--- config.mk ---
export PLATFORM = sky130hd
export DESIGN_NAME = adc_test_pattern_gen
export DESIGN_NICKNAME = d
export VERILOG_FILES = /design/src/rtl/tpg_pkg.sv /design/src/rtl/tpg_phase.sv /design/src/rtl/tpg_lfsr.sv /design/src/rtl/adc_test_pattern_gen.sv
export SDC_FILE = /design/constraint.sdc
export NUM_CORES = 1
export LEC_CHECK = 0
export ABC_AREA = 1
export BUFFER_PORTS_ARGS = -buffer_cell sky130_fd_sc_hd__buf_2
export CAP_MARGIN = 30
export CORE_MARGIN = 1
export CORE_UTILIZATION = 51
export CTS_CLUSTER_DIAMETER = 120
export DETAILED_ROUTE_END_ITERATION = 12
export PLACE_DENSITY = 0.78
export SLEW_MARGIN = 20
export SYNTH_ARGS = -nofsm -noshare
export SYNTH_HDL_FRONTEND = slang
export SYNTH_SLANG_ARGS = --single-unit
--- constraint.sdc ---
create_clock -name clk -period 1.5 [get_ports clk]
set_input_delay 0.075 -clock clk [delete_from_list [all_inputs] [get_ports clk]]
set_output_delay 0.075 -clock clk [all_outputs]
set_load 0.03 [all_outputs]
--- src/rtl/tpg_pkg.sv ---
package tpg_pkg;
    localparam int WIDE_W   = 14;
    localparam int NARROW_W = 12;

    typedef logic [WIDE_W-1:0] word_t;

    typedef enum logic [3:0] {
        TP_LIVE        = 4'd0,
        TP_MID         = 4'd1,
        TP_POS_FS      = 4'd2,
        TP_NEG_FS      = 4'd3,
        TP_CHECKER     = 4'd4,
        TP_PN_LONG     = 4'd5,
        TP_PN_SHORT    = 4'd6,
        TP_WORD_TOGGLE = 4'd7,
        TP_USER        = 4'd8,
        TP_BIT_TOGGLE  = 4'd9,
        TP_SYNC        = 4'd10,
        TP_ONE_HIGH    = 4'd11,
        TP_MIXED       = 4'd12
    } tp_mode_e;

    typedef struct packed {
        logic     wide;
        logic     second;
        tp_mode_e mode;
    } pat_sel_t;

    function automatic word_t width_mask(input logic wide);
        word_t m;
        for (int i = 0; i < WIDE_W; i++) m[i] = wide || (i < NARROW_W);
        return m;
    endfunction

    // Odd bit positions set: the MSB is 1 in both widths.
    function automatic word_t alt_word();
        word_t w;
        for (int i = 0; i < WIDE_W; i++) w[i] = (i % 2) == 1;
        return w;
    endfunction

    function automatic word_t top_bit_word(input logic wide);
        word_t w = '0;
        w[wide ? WIDE_W-1 : NARROW_W-1] = 1'b1;
        return w;
    endfunction

    function automatic word_t sync_word(input logic wide);
        word_t w;
        for (int i = 0; i < WIDE_W; i++)
            w[i] = i < ((wide ? WIDE_W : NARROW_W) / 2);
        return w;
    endfunction

    function automatic word_t mixed_word(input logic wide);
        return wide ? word_t'(14'h2867) : word_t'(14'h0A33);
    endfunction
endpackage

--- src/rtl/tpg_phase.sv ---
module tpg_phase (
    input  logic       clk,
    input  logic       rst,
    input  logic [3:0] mode_i,
    input  logic       adv_i,
    output logic       restart_o,
    output logic       second_o
);
    logic [3:0] mode_q;
    logic       phase_q;

    assign restart_o = (mode_i != mode_q);
    assign second_o  = restart_o ? 1'b0 : phase_q;

    always_ff @(posedge clk) begin
        if (rst) begin
            mode_q  <= 4'd0;
            phase_q <= 1'b0;
        end else begin
            mode_q  <= mode_i;
            phase_q <= second_o ^ adv_i;
        end
    end
endmodule

--- src/rtl/tpg_lfsr.sv ---
module tpg_lfsr #(
    parameter int LEN = 9,
    parameter int TAP = 5
) (
    input  logic           clk,
    input  logic           rst,
    input  logic           reseed_i,
    input  logic           active_i,
    input  logic           adv_i,
    input  logic           wide_i,
    output tpg_pkg::word_t word_o
);
    import tpg_pkg::*;

    logic [LEN-1:0] st_q, st_eff, st_after_narrow, st_after_wide, st_next;
    logic [WIDE_W-1:0] gen_bits;

    assign st_eff = reseed_i ? '1 : st_q;

    always_comb begin
        logic [LEN-1:0] s;
        logic           fb;
        s               = st_eff;
        gen_bits        = '0;
        st_after_narrow = '0;
        for (int i = 0; i < WIDE_W; i++) begin
            fb          = s[LEN-1] ^ s[TAP-1];
            s           = {s[LEN-2:0], fb};
            gen_bits[i] = fb;
            if (i == NARROW_W-1) st_after_narrow = s;
        end
        st_after_wide = s;
        word_o = '0;
        for (int i = 0; i < WIDE_W; i++) begin
            if (wide_i)             word_o[WIDE_W-1-i]   = gen_bits[i];
            else if (i < NARROW_W)  word_o[NARROW_W-1-i] = gen_bits[i];
        end
        st_next = wide_i ? st_after_wide : st_after_narrow;
    end

    always_ff @(posedge clk) begin
        if (rst)                     st_q <= '1;
        else if (active_i && adv_i)  st_q <= st_next;
        else                         st_q <= st_eff;
    end
endmodule

--- src/rtl/adc_test_pattern_gen.sv ---
module adc_test_pattern_gen #(
    parameter int PN_LONG_LEN  = 23,
    parameter int PN_LONG_TAP  = 18,
    parameter int PN_SHORT_LEN = 9,
    parameter int PN_SHORT_TAP = 5
) (
    input  logic        clk,
    input  logic        rst,
    input  logic [3:0]  mode_i,
    input  logic        res14_i,
    input  logic [13:0] user_a_i,
    input  logic [13:0] user_b_i,
    input  logic        adv_i,
    input  logic [13:0] live_i,
    output logic [13:0] word_o
);
    import tpg_pkg::*;

    localparam int N_PN = 2;

    pat_sel_t sel;
    logic     restart;
    logic     second;
    word_t    pn_word [N_PN];
    word_t    raw;

    assign sel.mode   = tp_mode_e'(mode_i);
    assign sel.wide   = res14_i;
    assign sel.second = second;

    tpg_phase phase_i (
        .clk       (clk),
        .rst       (rst),
        .mode_i    (mode_i),
        .adv_i     (adv_i),
        .restart_o (restart),
        .second_o  (second)
    );

    // Index 0: long sequence, index 1: short sequence.
    for (genvar g = 0; g < N_PN; g++) begin : g_pn
        localparam int LEN = (g == 0) ? PN_LONG_LEN : PN_SHORT_LEN;
        localparam int TAP = (g == 0) ? PN_LONG_TAP : PN_SHORT_TAP;
        localparam tp_mode_e OWN = (g == 0) ? TP_PN_LONG : TP_PN_SHORT;
        tpg_lfsr #(.LEN(LEN), .TAP(TAP)) lfsr_i (
            .clk      (clk),
            .rst      (rst),
            .reseed_i (restart),
            .active_i (sel.mode == OWN),
            .adv_i    (adv_i),
            .wide_i   (res14_i),
            .word_o   (pn_word[g])
        );
    end

    always_comb begin
        case (sel.mode)
            TP_MID, TP_ONE_HIGH: raw = top_bit_word(sel.wide);
            TP_POS_FS:           raw = '1;
            TP_NEG_FS:           raw = '0;
            TP_CHECKER:          raw = sel.second ? ~alt_word() : alt_word();
            TP_PN_LONG:          raw = pn_word[0];
            TP_PN_SHORT:         raw = pn_word[1];
            TP_WORD_TOGGLE:      raw = sel.second ? '0 : '1;
            TP_USER:             raw = sel.second ? user_b_i : user_a_i;
            TP_BIT_TOGGLE:       raw = alt_word();
            TP_SYNC:             raw = sync_word(sel.wide);
            TP_MIXED:            raw = mixed_word(sel.wide);
            default:             raw = live_i;
        endcase
        word_o = raw & width_mask(sel.wide);
    end
endmodule

==> results.tsv, run 1 <==
stage	metric	value	unit
clocking	cts_buffer_depth	2	
yosys	yosysTopAreaCell	dfxtp_1	
yosys	synth_cell_types	36	
place	io_buffers	63	
yosys	ys_seq_area_share	23.1	%
floorplanning	fp.dieH	81.3	µm
clocking	htreeDepth	2	
outcome	outcome	did not finish	
floorplanning	rows	28	
global_route	grt-ovfl-total	4	
timing	endpoint_type	output port	
place	gp_congestion	0.963	
place	post-dp-hpwl	9220	µm
outcome	error	[ERROR GRT-0232] Routing congestion too high. Check the congestion heatmap in the GUI.	
yosys	synthArstFlopShare	0	%
yosys	netlist_instances	557	
global_route	grt_use_total	76.3	%
yosys	ys.flop_type	dfxtp_1	
yosys	synth_edf_count	0	
clocking	holdBufCountCts	0	
yosys	synthDominantCellAreaShare	23.1	%
floorplanning	ios	64	
clocking	root_buffer	clkbuf_8	
floorplanning	initial_core_util	53.6	%
yosys	synth_fp_nets	607	
yosys	synth.area.top_cells	dfxtp_1 23%, nand2_1 15%, nand3_1 10%	
global_route	grt_max_degree	40	
yosys	syn_area	3210	µm²
floorplanning	die_w	81.3	µm
yosys	avgSynthCellArea	5.76	µm²
clocking	cts_made_buffers	5	
yosys	netlist_top_cells_count	127 x nand2_1, 79 x nor2_1, 64 x nand3_1	
outcome	stop_stage	5_1_grt	
yosys	yosys.cell_count.top_type	nand2_1	
timing	grt_worst_setup_endpoint	word_o[7]	
clocking	clock_sinks	37	
yosys	ys_ff_latch	37	
place	dp_slack	-0.565	ns
yosys	yosysWarningCount	0	
place	dp_cells	775	
## layer usage
| layer | GRT overflow | track usage, % |
|---|---|---|
| met5 | 0 | 45.8 |
| met4 | 4 | 77.1 |
| met3 | 0 | 63.5 |
| met2 | 0 | 91.5 |
| met1 | 0 | 73.9 |
## per-stage QoR
stage	util [%]	instance area (µm²)
after floorplan	-	3440
after global placement	76.3	4570
after detailed placement	76.3	4570
after CTS	86.9	5210
## cells by family after synthesis
logic type | share of synthesized area (%)
buf+inv | 11.2
compound gates | 21.3
flops | 23.1
simple gates | 44.4
## what timing repair did
| item | in CTS |
|---|---|
| cloned | 1 |
| resized for setup | 143 |
| setup endpoints to repair | 45 |
| pin swaps | 31 |
| buffers inserted | 15 |
==> inputs of run 2 (changes only) <==
CORE_UTILIZATION = 40   (was 51)
CTS_CLUSTER_DIAMETER = default   (was 120)
PLACE_DENSITY = default   (was 0.78)
PLACE_DENSITY_LB_ADDON = 0.15   (was default)
clock period = 1.95 ns   (was 1.5 ns; I/O delays follow)
==> run 2 against run 1 <==
The flow now finishes, with violations (setup timing). Synthesized area unchanged. Synthesized cell count did not move.
==> results.tsv, run 2 <==
stage	metric	value	unit
yosys	ys.flop_type	dfxtp_1	
global_route	grt_pass1_vias	3698	
setup_path	crit_slowest_cell	dfxtp_2	
layout	fin_area	4690	µm²
clocking	cts_made_buffers	5	
routing	route.detailed.wl_per_inst	14.9	µm
job	max_cap_viol_count	0	
setup_path	rrSetupSlack	0.05	ns
timing	relSlewSlack	63.3	%
routing	drtAntennaViolNets	0	
setup_path	criticalPathCategory	flip-flop to output port	
yosys	synth_fp_nets	607	
yosys	netlist_top_cells_count	127 x nand2_1, 79 x nor2_1, 64 x nand3_1	
power	p_leak	2.18	nW
yosys	ys_ff_latch	37	
setup_path	max_stage_delay	0.34	ns
outcome	outcome	finished with violations	
routing	drtIter0Drc	236	
timing	fmax	416	MHz
yosys	synthArstFlopShare	0	%
setup_path	path_cells	inv_2 > nand2_2 > nand2_2 > nor2_4 > buf_6 > buf_6 > nand4_1 > nand2_2 > inv_2 > nand2_1 > o211ai_1 > nand3_1 > o21ai_1 > inv_1 > buf_6	
routing	drt-total-wl	11800	µm
yosys	synth_cell_types	36	
yosys	synthDominantCellAreaShare	23.1	%
global_route	antenna_found_initial	0	
global_route	grtUsageMet2	44.9	%
timing	post-route-period-util	123	%
layout	area_growth_syn_to_layout	46.1	%
yosys	yosys.cell_count.top_type	nand2_1	
timing	setup_ws	-0.455	ns
clocking	root_buffer	clkbuf_8	
timing	timing_hold_violations_final	0	
global_route	use_met1	35.8	%
timing	tightest_slew	0.548	ns
setup_path	cp_max_fo	5	
routing	avgViaCountPerCell	5.39	
yosys	syn_area	3210	µm²
worst_hold_path	min_to	phase_i.mode_q[0]$_SDFF_PP0_	
yosys	synth.area.top_cells	dfxtp_1 23%, nand2_1 15%, nand3_1 10%	
global_route	grt_first_pass_wirelength	17800	µm
setup_path	path_buf_inv	6	
worst_hold_path	min_path_type	input pin to flip-flop	
setup_path	cp.required	1.85	ns
place	gp_congestion	0.928	
floorplanning	die_area	8380	µm²
layout	final_cell_mix	105 x nand2_1, 72 x buf_4, 63 x nor2_1	
power	peakVddDrop	231	µV
yosys	ys_seq_area_share	23.1	%
power	finalPower	2.08	mW
setup_path	path_delay_family	simple AND/OR/NAND/NOR gates	
floorplanning	core_area	7730	µm²
setup_path	cp-end-kind	output port	
layout	final_nets	734	
worst_hold_path	hold_path_depth	4	
timing	setup_viol	14	
routing	first_pass_iters	5	
yosys	yosysWarningCount	0	
timing	finalCriticalPeriod	2.41	ns
global_route	top_usage_layer	met2	
timing	fin_tns_setup	-5.29	ns
timing	drv_slew	0	
layout	largest_reg_flops	32	
setup_path	startpoint_type	flip-flop	
power	power_density	445	nW/µm²
yosys	netlist_instances	557	
global_route	grt_use_total	27.0	%
layout	regMostFlops	g_pn.lfsr_i.st_q	
setup_path	r2r_cells	14	
layout	reg.largest.list	g_pn.lfsr_i.st_q (32), phase_i.mode_q (4), phase_i.phase_q (1)	
clocking	clkSlewWorstSetupHoldPaths	0.07	ns
clocking	htreeDepth	2	
setup_path	worstPathArrival	2.31	ns
place	post-dp-hpwl	8600	µm
yosys	synth_edf_count	0	
setup_path	worstReg2RegEnd	g_pn[0].lfsr_i.st_q[21]$_SDFF_PP1_	
timing	rsz0062_at_grt	yes	
yosys	avgSynthCellArea	5.76	µm²
setup_path	rr_startpoint	phase_i.mode_q[1]$_SDFF_PP0_	
clocking	cts_tree	done	
floorplanning	initial_core_util	41.5	%
place	postPlaceCellArea	4110	µm²
floorplanning	rows	32	
layout	layout_commonest_cell	nand2_1	
yosys	yosysTopAreaCell	dfxtp_1	
layout	fillers	742	
global_route	grt_max_degree	40	
outcome	violations	setup timing	
place	io_buffers	63	
routing	dr_total_vias	4242	
routing	drcViolationCount	0	
clocking	cts_buffer_depth	2	
worst_hold_path	holdCritStartpoint	mode_i[0]	
floorplanning	ios	64	
global_route	gr-usage-met3	3.60	%
floorplanning	die_w	91.6	µm
layout	antennaDiodeCount	0	
clocking	holdBufCountCts	0	
clocking	insertion_delay	0.30	ns
clocking	clock_sinks	37	
layout	utilization	60.7	%
timing	finClkSkew	0.0100	ns
global_route	grt-ovfl-total	0	
layout	drive_gt1_share	38.4	%
floorplanning	fp.dieH	91.6	µm
==> run 2: cell counts after synthesis <==
No cell type changed its count.
==> run 2: through the flow <==
stage,worst slack (ns),hold slack [ns],cells
6_report,-0.455,0.156,787
5_1_grt,-0.593,0.157,787
4_1_cts,-0.340,0.148,775
3_5_place_dp,-0.0955,0.445,767
3_3_place_gp,-0.0712,0.446,767
2_1_floorplan,0.00483,0.197,557
==> run 2: cell families (layout without fill, tap and decap cells) <==
| group | after synthesis | in the layout | share of synthesized area (%) |
|---|---|---|---|
| AND/OR/NAND/NOR | 312 | 312 | 44.4 |
| flip-flops | 37 | 37 | 23.1 |
| buffers and inverters | 86 | 214 | 11.2 |
| AO/OA/AOI/OAI | 122 | 122 | 21.3 |
==> run 2: layout make-up <==
class,instances,area [µm²],share of cell area (%)
inverters,62,240,5.13
well taps,102,128,2.72
clock buffers,6,82.6,1.76
clock inverters,2,13.8,0.294
flip-flops and latches,37,744,15.9
repair buffers,144,1080,23.1
multi-input cells,434,2390,51.1
==> run 2: routing by layer <==
metal / share of wire (%) / routed length (µm)
met2: 47 / 5580
met1: 45 / 5250
met4: 1.8 / 211
met3: 6.1 / 721
met5: 0 / 0
==> run 2: worst min-delay path, stage by stage <==
cell    delay [ns]
buf_2         0.13
inv_2         0.06
buf_4         0.10
nor2_1        0.03
==> run 2: where the power goes <==
part           internal (mW)  switching, mW  total (mW)
logic                  0.299          0.416       0.715
registers              0.768        0.00778       0.776
clock network          0.287          0.306       0.593
total                   1.35          0.730        2.08
==> run 2: how the worst max path moves through the flow <==
stage,start,to,slack [ns],cells after the start
final,phase_i.mode_q[1]$_SDFF_PP0_,word_o[10],-0.46,15
after global routing,phase_i.mode_q[1]$_SDFF_PP0_,word_o[1],-0.59,14
after CTS,phase_i.mode_q[3]$_SDFF_PP0_,word_o[11],-0.34,16
after detailed placement,phase_i.mode_q[2]$_SDFF_PP0_,word_o[2],-0.1,14
after global placement,phase_i.mode_q[2]$_SDFF_PP0_,word_o[7],-0.07,13
after floorplan,phase_i.mode_q[0]$_SDFF_PP0_,word_o[11],0.005,15
==> run 2: what timing repair did <==
action,CTS,global route
resized for setup,37,81
pin swaps,2,30
setup endpoints to repair,14,22
setup buffers,0,10
cloned,0,2
Power figures use the tool's default switching activity.
